**src/rtl/con_pkg.sv**
```systemverilog
package con_pkg;

    localparam int DATA_W = 16;
    localparam int CHAR_W = 8;

    typedef enum logic [2:0] {
        SEL_NONE,
        SEL_KSTAT,
        SEL_KDATA,
        SEL_DSTAT,
        SEL_DDATA
    } reg_sel_e;

    typedef struct packed {
        logic     rd;
        logic     wr;
        reg_sel_e sel;
    } bus_op_t;

    typedef enum logic [1:0] {
        DSP_IDLE,
        DSP_SEND,
        DSP_WAIT
    } disp_state_e;

    function automatic logic [DATA_W-1:0] status_word(input logic flag);
        return {flag, {(DATA_W-1){1'b0}}};
    endfunction

    function automatic logic [DATA_W-1:0] char_word(input logic [CHAR_W-1:0] c);
        return {{(DATA_W-CHAR_W){1'b0}}, c};
    endfunction

endpackage

```
**src/rtl/con_addr_decode.sv**
```systemverilog
module con_addr_decode
    import con_pkg::*;
#(
    parameter int              ADDR_W    = 16,
    parameter logic [ADDR_W-1:0] BASE_ADDR = 16'hFE00
) (
    input  logic              valid,
    input  logic              we,
    input  logic [ADDR_W-1:0] addr,
    output bus_op_t           op
);
    localparam int OFS_W = 3;

    logic in_window;

    always_comb begin
        in_window = (addr[ADDR_W-1:OFS_W] == BASE_ADDR[ADDR_W-1:OFS_W]) && !addr[0];
        op.sel = SEL_NONE;
        if (in_window) begin
            case (addr[OFS_W-1:1])
                2'd0:    op.sel = SEL_KSTAT;
                2'd1:    op.sel = SEL_KDATA;
                2'd2:    op.sel = SEL_DSTAT;
                default: op.sel = SEL_DDATA;
            endcase
        end
        op.rd = valid && !we && in_window;
        op.wr = valid && we && in_window;
    end
endmodule

```
**src/rtl/con_kbd_port.sv**
```systemverilog
module con_kbd_port
    import con_pkg::*;
(
    input  logic              clk,
    input  logic              rst,
    input  logic              key_strobe,
    input  logic [CHAR_W-1:0] key_char,
    input  logic              data_read,
    output logic              kbd_rdy,
    output logic [CHAR_W-1:0] kbd_data
);
    always_ff @(posedge clk) begin
        if (rst) begin
            kbd_rdy  <= 1'b0;
            kbd_data <= '0;
        end else if (!kbd_rdy) begin
            if (key_strobe) begin
                kbd_rdy  <= 1'b1;
                kbd_data <= key_char;
            end
        end else if (data_read) begin
            kbd_rdy <= 1'b0;
        end
    end
endmodule

```
**src/rtl/con_disp_port.sv**
```systemverilog
module con_disp_port
    import con_pkg::*;
(
    input  logic              clk,
    input  logic              rst,
    input  logic              data_write,
    input  logic [CHAR_W-1:0] wr_char,
    input  logic              disp_ready,
    output logic              disp_rdy,
    output logic              disp_valid,
    output logic [CHAR_W-1:0] disp_char
);
    disp_state_e state;

    always_ff @(posedge clk) begin
        if (rst) begin
            state     <= DSP_IDLE;
            disp_char <= '0;
        end else begin
            case (state)
                DSP_IDLE: if (data_write) begin
                    state     <= DSP_SEND;
                    disp_char <= wr_char;
                end
                DSP_SEND: state <= DSP_WAIT;
                DSP_WAIT: if (disp_ready) state <= DSP_IDLE;
                default:  state <= DSP_IDLE;
            endcase
        end
    end

    assign disp_rdy   = (state == DSP_IDLE);
    assign disp_valid = (state == DSP_SEND);
endmodule

```
**src/rtl/console_io_ctrl.sv**
```systemverilog
module console_io_ctrl
    import con_pkg::*;
#(
    parameter int                ADDR_W    = 16,
    parameter logic [ADDR_W-1:0] BASE_ADDR = 16'hFE00
) (
    input  logic              clk,
    input  logic              rst,
    input  logic              bus_valid,
    input  logic              bus_we,
    input  logic [ADDR_W-1:0] bus_addr,
    input  logic [DATA_W-1:0] bus_wdata,
    input  logic [DATA_W-1:0] mem_rdata,
    output logic [DATA_W-1:0] bus_rdata,
    output logic              dev_sel,
    input  logic              key_strobe,
    input  logic [CHAR_W-1:0] key_char,
    input  logic              disp_ready,
    output logic              disp_valid,
    output logic [CHAR_W-1:0] disp_char
);
    bus_op_t           op;
    logic              kbd_rdy;
    logic [CHAR_W-1:0] kbd_data;
    logic              disp_rdy;
    logic              kdata_read;
    logic              ddata_write;

    con_addr_decode #(.ADDR_W(ADDR_W), .BASE_ADDR(BASE_ADDR)) i_dec (
        .valid (bus_valid),
        .we    (bus_we),
        .addr  (bus_addr),
        .op    (op)
    );

    assign kdata_read  = op.rd && (op.sel == SEL_KDATA);
    assign ddata_write = op.wr && (op.sel == SEL_DDATA);

    con_kbd_port i_kbd (
        .clk        (clk),
        .rst        (rst),
        .key_strobe (key_strobe),
        .key_char   (key_char),
        .data_read  (kdata_read),
        .kbd_rdy    (kbd_rdy),
        .kbd_data   (kbd_data)
    );

    con_disp_port i_disp (
        .clk        (clk),
        .rst        (rst),
        .data_write (ddata_write),
        .wr_char    (bus_wdata[CHAR_W-1:0]),
        .disp_ready (disp_ready),
        .disp_rdy   (disp_rdy),
        .disp_valid (disp_valid),
        .disp_char  (disp_char)
    );

    assign dev_sel = op.rd;

    always_comb begin
        bus_rdata = mem_rdata;
        if (op.rd) begin
            case (op.sel)
                SEL_KSTAT: bus_rdata = status_word(kbd_rdy);
                SEL_KDATA: bus_rdata = char_word(kbd_data);
                SEL_DSTAT: bus_rdata = status_word(disp_rdy);
                SEL_DDATA: bus_rdata = char_word(disp_char);
                default:   bus_rdata = mem_rdata;
            endcase
        end
    end
endmodule

```
**config.mk**
```make
export PLATFORM = sky130hd
export DESIGN_NAME = console_io_ctrl
export DESIGN_NICKNAME = d
export VERILOG_FILES = /design/src/rtl/con_pkg.sv /design/src/rtl/con_addr_decode.sv /design/src/rtl/con_kbd_port.sv /design/src/rtl/con_disp_port.sv /design/src/rtl/console_io_ctrl.sv
export SDC_FILE = /design/constraint.sdc
export NUM_CORES = 1
export LEC_CHECK = 0
export BUFFER_PORTS_ARGS = -buffer_cell sky130_fd_sc_hd__buf_4
export CAP_MARGIN = 20
export CELL_PAD_IN_SITES_DETAIL_PLACEMENT = 1
export CELL_PAD_IN_SITES_GLOBAL_PLACEMENT = 1
export CORE_MARGIN = 2
export CORE_UTILIZATION = 30
export DETAILED_ROUTE_END_ITERATION = 12
export PLACE_DENSITY = 0.8
export RECOVER_POWER = 50
export SLEW_MARGIN = 15
export SYNTH_ARGS = -nofsm -noshare
export SYNTH_HDL_FRONTEND = slang
export SYNTH_HIERARCHICAL = 1
export SYNTH_SLANG_ARGS = --single-unit
```
**constraint.sdc**
```tcl
create_clock -name clk -period 4.4 [get_ports clk]
set_clock_uncertainty 0.15 [all_clocks]
set_input_delay 0.88 -clock clk [delete_from_list [all_inputs] [get_ports clk]]
set_output_delay 0.88 -clock clk [all_outputs]
set_load 0.005 [all_outputs]
```
# Word-level counts from Yosys, hierarchy flattened
# Index checks and enable logic that the tools add are counted.
[classes]
mux = 10
reduce_logical = 14
bitwise = 1
eq_ne = 11
[ops]
columns = ["op", "n"]
rows = [
  ["16-bit one-hot mux with 4 select lines", 1],
  ["16-bit two-way mux", 1],
  ["13-bit == test (second input constant)", 1],
  ["3-bit one-hot mux with 3 select lines", 1],
  ["1-bit logical AND", 7],
  ["3-bit by 2-bit == test with 1-bit output (second input constant)", 2],
  ["2-bit one-hot mux with 3 select lines", 1],
  ["2-bit AND reduction", 3],
  ["2-bit by 1-bit == test with 1-bit output (second input constant)", 2],
  ["2-bit == test (second input constant)", 2],
  ["2-bit zero test", 2],
  ["2-bit two-way mux", 2],
  ["3-bit by 1-bit == test with 1-bit output (second input constant)", 1],
  ["3-bit == test (second input constant)", 1],
  ["1-bit two-way mux", 3],
  ["3-bit two-way mux", 1],
  ["1-bit zero test", 2],
  ["2-bit by 1-bit != test with 1-bit output (second input constant)", 1],
  ["2-bit != test (second input constant)", 1],
  ["1-bit inverter", 1],
]
[word_totals]
register_bits = 19
word_cells = 40
input_bits = 62
output_inout_bits = 26

# Longest topological paths before layout
# Gate-level depths: netlist of the first run.
[depth]
depth_word = 7
ltp_mapped = 9
ltp_nobuf = 8

# Modules after synthesis
# Netlist of the first run, hierarchy kept.
[by_module_without_submodules]
columns = ["module", "instances", "cells_per_inst", "area_each_um2", "seq_area_each_um2"]
rows = [
  ["con_disp_port", 1, 42, 445.4, 200.2],
  ["con_kbd_port", 1, 38, 422.9, 180.2],
  ["console_io_ctrl", 1, 38, 349.1, 0.0],
  ["con_addr_decode", 1, 18, 136.4, 0.0],
]

# Worst setup path before layout of the first run
# OpenSTA, ideal clock, no wires.
[synth_path]
path_type = "input to output"
start = "input bus_addr[4]"
end = "output bus_rdata[5]"
cell_stages = 7
path_buffers = 2
t_arrival_ns = 3.019
path_slack_ns = 0.351
required_time_ns = 3.370
path_cell_list = "or4_1 -> nor4_1 -> o21ai_0 -> and3_1 -> buf_6 -> buf_8 -> mux2_4"
[synth_rtl]
columns = ["item", "line", "source"]
rows = [
  ["from (decl)", "console_io_ctrl.sv:11", "input logic [ADDR_W-1:0] bus_addr,"],
  ["to (decl)", "console_io_ctrl.sv:14", "output logic [DATA_W-1:0] bus_rdata,"],
]

==> results of run 1 <==
==> report_power, final <==
group	total, mW	switching [mW]	leakage (nW)	internal, mW
Sequential	0.182	0.00467	0.155	0.177
Combinational	0.0833	0.0267	0.714	0.0565
Clock	0.120	0.0560	0.0228	0.0643
==> cell families (layout without fill, tap and decap cells) <==
group,after synthesis,count (layout),share of synthesized area [%]
compound gates,22,22,13.77
fa+ha+maj,3,3,2.773
buf+inv,9,94,4.805
flops,19,19,28.10
mux,17,17,14.14
simple gates,66,66,36.42
==> layout by cell type (no fill, tap or decap), drive strengths merged, types with 2 or more instances in the layout <==
master and n:
nand3 2, nor3b 4, nor4 5, inv 3, mux2 8, nand2b 24
mux2i 9, o21ai 9, nand4bb 9, ha 3, dfxtp 19, buf 75
nand4b 2, and2 2, a22o 8, clkbuf 16, and2b 10, nor2 2
==> worst max-delay path, delay by kind of cell <==
| family | cells | cell delay [ns] |
|---|---|---|
| AND/OR/NAND/NOR | 4 | 1.17 |
| buffers and inverters | 4 | 0.68 |
| multiplexers | 1 | 0.36 |
==> how the worst max path moves through the flow <==
| stage | to | slack (ns) | cells past startpoint |
|---|---|---|---|
| after floorplan | bus_rdata[5] | 0.35 | 7 |
| after global routing | bus_rdata[4] | 0.17 | 9 |
| after global placement | bus_rdata[4] | 0.33 | 9 |
| final | bus_rdata[3] | 0.29 | 9 |
| after detailed placement | bus_rdata[4] | 0.31 | 9 |
| after CTS | bus_rdata[4] | 0.30 | 9 |
==> through the flow <==
stage	setup WS [ns]	util [%]	area, um2
after global placement	0.3338	46.35	2018
after CTS	0.3030	47.39	2063
after floorplan	0.3510	-	1354
after global routing	0.1652	46.44	2022
final	0.2926	46.44	2022
after detailed placement	0.3061	46.35	2018
==> flip-flops by register name, summed over array words and instances, names as in the netlist <==
register / flops
i_disp/disp_char: 8
i_kbd/kbd_data: 8
i_disp/state: 2
i_kbd/kbd_rdy: 1
==> area by class of cell <==
| cell class | instances | area [um2] | share of cell area [%] |
|---|---|---|---|
| timing repair buffer | 87 | 641.9 | 31.75 |
| clock buffer | 4 | 45.04 | 2.228 |
| multi-input combinational | 108 | 878.3 | 43.44 |
| sequential | 19 | 380.4 | 18.81 |
| inverter | 3 | 11.26 | 0.5569 |
| tap | 52 | 65.06 | 3.218 |
==> per-layer routing <==
metal | routed length [um] | vias to the layer above | track usage [%]
met5 | 0 | - | 0
met4 | 95 | 0 | 5.660
met3 | 129 | 6 | 3.704
met2 | 2055 | 30 | 27.88
met1 | 1856 | 635 | 22.04
li1 | - | 671 | -
==> summary.md, run 1 <==
| Metric | Value |
|---|---|
| Clk pin slew, worst setup/hold paths | `0.07 ns` |
| CP peak stage delay | `0.61 ns` |
| Sequential area share after synthesis | `28.10%` |
| Synth Net Count | `201` |
| Reg2reg end | `i_disp/disp_char[5]$_SDFFE_PP0P_` |
| Post-synth EDFFs | `0` |
| RSZ-0062 raised after global routing | `no` |
| Final net count | `287` |
| Number of max-cap violations | `0` |
| Hold path cells | `2` |
| Setup bufs post-CTS | `0` |
| Final routed DRC violation total | `0` |
| Period utilization | `93.35%` |
| Die width | `71.18 um` |
| Pwr/cell area | `190.6 mW/mm2` |
| Req. time, crit path | `3.37 ns` |
| Slew @ Worst Pin | `1.067 ns` |
| Cell with the most instances after synthesis | `nand2b_1` |
| Synth top area share | `28.10%` |
| Status | `completed` |
| Post-route ant nets | `0` |
| Vias in the first global route | `1367` |
| Final hold violations | `0` |
| Top cell type by total area after synthesis | `dfxtp_1` |
| Crit-path cells | `buf_4 -> or4_1 -> nor4_1 -> buf_4 -> or3_1 -> and3_1 -> buf_4 -> mux2_2 -> buf_4` |
| Total CTS buffers | `3` |
| Cell repeated most along the worst path | `buf_4` |
| Max rail drop VDD | `0.0001563 V` |
| Gate Count Post-Synth | `136` |
| Worst hold path startpoint | `i_kbd/kbd_data[7]$_SDFFE_PP0P_` |
| Worst-path fanout max | `15` |
| Critical Path Start | `bus_addr[4]` |
| Fraction of synthesis flops using an asynchronous set or reset pin | `0%` |
| Post-DP HPWL | `3.311 mm` |
| Max Freq | `0.2435 GHz` |
| Number of DRC markers in iteration 0 | `51` |
| ANT cells | `0` |
| DR pass1 iterations | `4` |
| Worst r2r src | `i_disp/state[1]$_SDFFE_PP0P_` |
| Setup TNS | `0 ns` |
| Initial antenna violation count | `0` |
| Layout cells sized above 1 | `44.80%` |
| GRT overflow | `0` |
| Routability cong. | `0.7766` |
| Startpoint Class | `input port` |
| Initial Utilization | `31.09%` |
| Synth warnings | `6` |
| Lkg Pwr | `0.8916 nW` |
| Slew margin rel. | `28.90%` |
| Tot Pwr | `385.3 uW` |
| Number of gates resized after cts | `0` |
| Maximum clock insertion buffer count | `2` |
| CTS Root Cell | `clkbuf_8` |
| Via count | `1342` |
| Unique masters post-synth | `36` |
| Setup Viol. Count Final | `0` |
| Chip height | `71.18 um` |
| Routed WL | `4.137 mm` |
| First-pass GRT wire length | `6.865 mm` |
| Top cells by area, synth | `dfxtp_1 28%, nand2b_1 11%, nand4bb_1 7.5%, mux2i_1 6.7%, a22o_1 5.2%` |
| Row Count | `24` |
| GRT Util Overall | `16.98%` |
| Tmin final | `4.107 ns` |
| IO buf count | `79` |
| Fillers | `527` |
| Vias per cell | `4.916` |
| Clk_lat worst skew | `0.25 ns` |
| R2r worst-path depth | `3` |
| CTS Sinks | `19` |
| #FFs+latches synth | `19` |
| Core Footprint | `0.004354 mm2` |
| Min-Delay Endpoint | `i_kbd/kbd_data[7]$_SDFFE_PP0P_` |
| Hold slack | `0.3363 ns` |
| CTS hold repair buffers | `0` |
| Reg2Reg Setup Slack | `2.91 ns` |
| CP Class | `in2out` |
| Avg Inst Size Synth | `9.954 um2` |
| H-tree levels | `1` |
| TritonCTS clock tree | `built` |
| Wire per inst | `15.15 um` |
| Placed cells | `269` |
| Critical Path Sink Type | `output pin` |
| Synth Flop Type | `dfxtp_1` |
| Hold WC Path Type | `reg2reg` |
| Post-Synthesis Cell Area | `0.001354 mm2` |
| Synth cell count leaders | `24 x nand2b_1, 19 x dfxtp_1, 9 x and2b_1, 9 x mux2i_1, 9 x nand4bb_1` |
| Area grow syn2layout | `49.35%` |
| Worst EP arrival | `3.08 ns` |
| DIE AREA | `0.005066 mm2` |
| CP max stage cell | `or4_1` |
| Non-Filler Instances | `273` |
| Pin count of the biggest net entering global routing | `36` |
| Ports | `88` |
| Fin. max-slew vios | `0` |
No activity file was read; power rests on OpenSTA's default activity.
==> run 2, diff against run 1 <==
Settings changed: CTS_BUF_LIST set to sky130_fd_sc_hd__clkbuf_16.
==> summary.md, run 2 (synthesized netlist as in run 1, its figures left out) <==
| Metric | Value |
|---|---|
| Routed WL | `4.164 mm` |
| Number of max-cap violations | `0` |
| TritonCTS clock tree | `built` |
| Via count | `1346` |
| Post-DP HPWL | `3.311 mm` |
| Req. time, crit path | `3.37 ns` |
| CP Class | `in2out` |
| Commonest non-fill, non-tap cells in the layout | `75 x buf_4, 24 x nand2b_1, 19 x dfxtp_1` |
| Routability cong. | `0.7766` |
| GRT Util Overall | `17.16%` |
| Final core utilization | `47.21%` |
| CTS Root Cell | `clkbuf_16` |
| Most common cell after layout, fill and taps aside | `buf_4` |
| IO buf count | `79` |
| Fin. max-slew vios | `0` |
| Non-Filler Instances | `273` |
| Wire per inst | `15.25 um` |
| Worst EP arrival | `3.07 ns` |
| Largest registers | `i_disp/disp_char (8), i_kbd/kbd_data (8), i_disp/state (2)` |
| H-tree levels | `1` |
| RSZ-0062 raised after global routing | `no` |
| CTS Sinks | `19` |
| Final net count | `287` |
| Setup Viol. Count Final | `0` |
| Fillers | `524` |
| Ports | `88` |
| Pwr/cell area | `219.4 mW/mm2` |
| Final hold violations | `0` |
| DIE AREA | `0.005066 mm2` |
| Slew @ Worst Pin | `1.029 ns` |
| Number of DRC markers in iteration 0 | `45` |
| CP max stage cell | `or4_1` |
| CP peak stage delay | `0.61 ns` |
| Clk pin slew, worst setup/hold paths | `0.06 ns` |
| GRT overflow | `0` |
| Slew margin rel. | `31.39%` |
| Tmin final | `4.104 ns` |
| DR pass1 iterations | `4` |
| ANT cells | `0` |
| Placed cells | `269` |
| Crit path max-delay family | `simple AND/OR/NAND/NOR gates` |
| Number of gates resized after cts | `0` |
| Vias per cell | `4.930` |
| Area grow syn2layout | `51.85%` |
| Layout cells sized above 1 | `44.80%` |
| Crit-path cells | `buf_4 -> or4_1 -> nor4_1 -> buf_4 -> or3_1 -> and3_1 -> buf_4 -> mux2_2 -> buf_4` |
| Setup TNS | `0 ns` |
| Maximum clock insertion buffer count | `2` |
| Clk_lat worst skew | `0.25 ns` |
| CP bufs+invs | `4` |
| Critical Path Sink Type | `output pin` |
| Setup bufs post-CTS | `0` |
| First-pass GRT wire length | `6.879 mm` |
| Status | `completed` |
| Startpoint Class | `input port` |
| Worst-path fanout max | `15` |
| Post-route ant nets | `0` |
| Vias in the first global route | `1367` |
| Row Count | `24` |
| Pin count of the biggest net entering global routing | `36` |
| Total CTS buffers | `3` |
| Lkg Pwr | `0.9111 nW` |
| Max rail drop VDD | `0.0001126 V` |
| Initial Utilization | `31.09%` |
| Period utilization | `93.28%` |
| Max Freq | `0.2437 GHz` |
| Core Footprint | `0.004354 mm2` |
| Cell repeated most along the worst path | `buf_4` |
| Initial antenna violation count | `0` |
| Die width | `71.18 um` |
| Hold WC Path Type | `reg2reg` |
| CTS hold repair buffers | `0` |
| Final routed DRC violation total | `0` |
| Chip height | `71.18 um` |
==> run 2: final timing paths <==
check | endpoint | cells past startpoint | slack [ns] | startpoint
worst max-delay path | bus_rdata[3] | 9 | 0.30 | bus_addr[4]
worst min-delay path | i_kbd/kbd_data[0]$_SDFFE_PP0P_ | 2 | 0.34 | i_kbd/kbd_data[0]$_SDFFE_PP0P_
worst max register to register | i_disp/disp_char[5]$_SDFFE_PP0P_ | 3 | 2.91 | i_disp/state[1]$_SDFFE_PP0P_
worst min register to register | i_kbd/kbd_data[0]$_SDFFE_PP0P_ | 2 | 0.34 | i_kbd/kbd_data[0]$_SDFFE_PP0P_
==> run 2: report_power, final <==
group	internal [mW]	total, mW	switching (mW)
clock	0.121	0.186	0.0650
sequential	0.177	0.182	0.00472
combinational	0.0565	0.0832	0.0267
==> run 2: cell type report <==
type / instances / area (um2) / area share, %
clock buffers: 3 / 75.07 / 3.652
well taps: 52 / 65.06 / 3.165
inverters: 3 / 11.26 / 0.5478
multi-input cells: 108 / 878.3 / 42.73
repair buffers: 87 / 641.9 / 31.22
clock inverters: 1 / 3.754 / 0.1826
flip-flops and latches: 19 / 380.4 / 18.50
==> run 2: worst reg2reg max path, cell delays in order (launching register included) <==
cell,delay [ns]
dfxtp_1,0.34
nor3b_2,0.17
clkbuf_1,0.50
mux2i_1,0.26
==> run 2: stage by stage <==
step | hold slack [ns] | setup slack [ns] | instance area, um2 | total power [mW]
final | 0.3421 | 0.2959 | 2056 | 0.4511
after global routing | 0.3683 | 0.1693 | 2056 | 0.4707
after CTS | 0.3420 | 0.3034 | 2097 | 0.4595
after detailed placement | 0.3260 | 0.3061 | 2018 | 0.2734
after global placement | 0.3202 | 0.3338 | 2018 | 0.2709
after floorplan | 0.3033 | 0.3510 | 1354 | 0.2166
==> run 2: layer usage <==
layer,part of all wire [%],up-vias,global-route usage (%)
li1,-,671,-
met1,44,647,22.30
met2,53,26,29.12
met3,2.9,2,2.991
met4,0.86,0,4.822
met5,0,-,0
==> run 3, diff against run 2 <==
Settings changed: RECOVER_POWER 50 to 25.
==> summary.md, run 3 (synthesized netlist as in run 1, its figures left out) <==
| Metric | Value |
|---|---|
| Clock share of power | `41.2%` |
| Seq pwr share | `40.4%` |
| Final net count | `287` |
| Critical Path Sink Type | `output pin` |
| Wire per inst | `15.27 um` |
| Final core utilization | `47.39%` |
| Commonest non-fill, non-tap cells in the layout | `84 x buf_4, 24 x nand2b_1, 19 x dfxtp_1` |
| Final WS setup | `0.2956 ns` |
| Routed WL | `4.168 mm` |
| TritonCTS clock tree | `built` |
| Max rail drop VDD | `0.0001126 V` |
| H-tree levels | `1` |
| Post-DP HPWL | `3.311 mm` |
| Startpoint Class | `input port` |
| Placed cells | `269` |
| R2r worst-path depth | `2` |
| Setup TNS | `0 ns` |
| Initial Utilization | `31.09%` |
| Worst r2r src | `i_kbd/kbd_rdy$_SDFF_PP0_` |
| Max Freq | `0.2436 GHz` |
| Req. time, crit path | `3.37 ns` |
| Largest registers | `i_disp/disp_char (8), i_kbd/kbd_data (8), i_disp/state (2)` |
| Reg2reg end | `i_kbd/kbd_data[4]$_SDFFE_PP0P_` |
| Total CTS buffers | `3` |
| Routability cong. | `0.7766` |
| Number of max-cap violations | `0` |
| Final routed DRC violation total | `0` |
| Number of DRC markers in iteration 0 | `44` |
| GRT overflow | `0` |
| Layout cells sized above 1 | `45.70%` |
| Number of gates resized after cts | `0` |
| Combinational Power Share | `18.4%` |
| Fillers | `526` |
| Pre-CTS setup slack | `0.3061 ns` |
| CP peak stage delay | `0.61 ns` |
| Tmin final | `4.104 ns` |
| DIE AREA | `0.005066 mm2` |
| Sw power | `96.34 uW` |
| DR pass1 iterations | `4` |
| Non-Filler Instances | `273` |
| Worst hold path startpoint | `i_kbd/kbd_data[0]$_SDFFE_PP0P_` |
| Most common cell after layout, fill and taps aside | `buf_4` |
| Hold slack | `0.3421 ns` |
| Cell repeated most along the worst path | `buf_4` |
| CTS hold repair buffers | `0` |
| Status | `completed` |
| IO buf count | `79` |
| Hold WC Path Type | `reg2reg` |
| Hold path cells | `2` |
| Min-Delay Endpoint | `i_kbd/kbd_data[0]$_SDFFE_PP0P_` |
| ANT cells | `0` |
| Vias per cell | `4.927` |
| Via count | `1345` |
| Slew margin rel. | `31.19%` |
| Chip height | `71.18 um` |
| Maximum clock insertion buffer count | `2` |
| Clk_lat worst skew | `0.25 ns` |
| Setup bufs post-CTS | `0` |
| Period utilization | `93.28%` |
| Internal Power | `354.7 uW` |
| Crit-path cells | `buf_4 -> or4_1 -> nor4_1 -> buf_4 -> or3_1 -> and3_1 -> buf_4 -> mux2_2 -> buf_4` |
| Area grow syn2layout | `52.40%` |
| Ports | `88` |
| Slew @ Worst Pin | `1.032 ns` |
| Final hold violations | `0` |
| Initial antenna violation count | `0` |
| Post-route ant nets | `0` |
| Core Footprint | `0.004354 mm2` |
| Switching part of the total | `21.36%` |
| CP Class | `in2out` |
| Reg2Reg Setup Slack | `3.13 ns` |
| GRT Util Overall | `17.16%` |
| RSZ-0062 raised after global routing | `no` |
| Pwr/cell area | `218.6 mW/mm2` |
| CTS Sinks | `19` |
| Vias in the first global route | `1367` |
| CTS Root Cell | `clkbuf_16` |
| Row Count | `24` |
| Setup Viol. Count Final | `0` |
| Die width | `71.18 um` |
| Clk pin slew, worst setup/hold paths | `0.06 ns` |
| Lkg Pwr | `0.9237 nW` |
| Fin. max-slew vios | `0` |
| CP max stage cell | `or4_1` |
| Worst EP arrival | `3.07 ns` |
| Worst-path fanout max | `15` |
| First-pass GRT wire length | `6.879 mm` |
| Pin count of the biggest net entering global routing | `36` |
[run 3: worst max-delay path, delay by kind of cell]
kind                   cells  cell delay [ns]
muxes                      1             0.36
and+or+nand+nor            4             1.17
buffers and inverters      4             0.67
[run 3: power by group through the flow]
stage | registers, mW | clock network (mW) | logic, mW
2_1_floorplan | 0.183 | 0 | 0.0336
3_3_place_gp | 0.185 | 0 | 0.0855
3_5_place_dp | 0.186 | 0 | 0.0877
4_1_cts | 0.182 | 0.189 | 0.0884
5_1_grt | 0.183 | 0.197 | 0.0911
6_report | 0.182 | 0.186 | 0.0832
[run 3: how the worst max path moves through the flow]
stage,start,to,slack [ns],cells past startpoint
global route,bus_addr[4],bus_rdata[4],0.17,9
CTS,bus_addr[4],bus_rdata[4],0.30,9
floorplan,bus_addr[4],bus_rdata[5],0.35,7
detailed placement,bus_addr[4],bus_rdata[4],0.31,9
global placement,bus_addr[4],bus_rdata[4],0.33,9
finish,bus_addr[4],bus_rdata[3],0.30,9
[run 3: cell type report]
cell class                 count  area [um2]  area share [%]
timing repair buffer          87       649.4           31.47
tap                           52       65.06           3.153
sequential                    19       380.4           18.44
clock inverter                 1       3.754          0.1819
inverter                       3       11.26          0.5458
multi-input combinational    108       878.3           42.57
clock buffer                   3       75.07           3.639
[run 3: metal layers]
layer	global-route usage, %	part of all wire, %	wire length [um]	up-vias
met5	0	0	0	-
met4	4.822	0.86	36	0
met3	2.991	3.2	134	2
met2	29.12	53	2194	26
met1	22.30	43	1803	646
li1	-	-	-	671
[run 3: stage by stage]
step	area (um2)	power (mW)
after global placement	2018	0.2709
after global routing	2063	0.4707
after CTS	2097	0.4595
final	2063	0.4511
after floorplan	1354	0.2166
after detailed placement	2018	0.2734
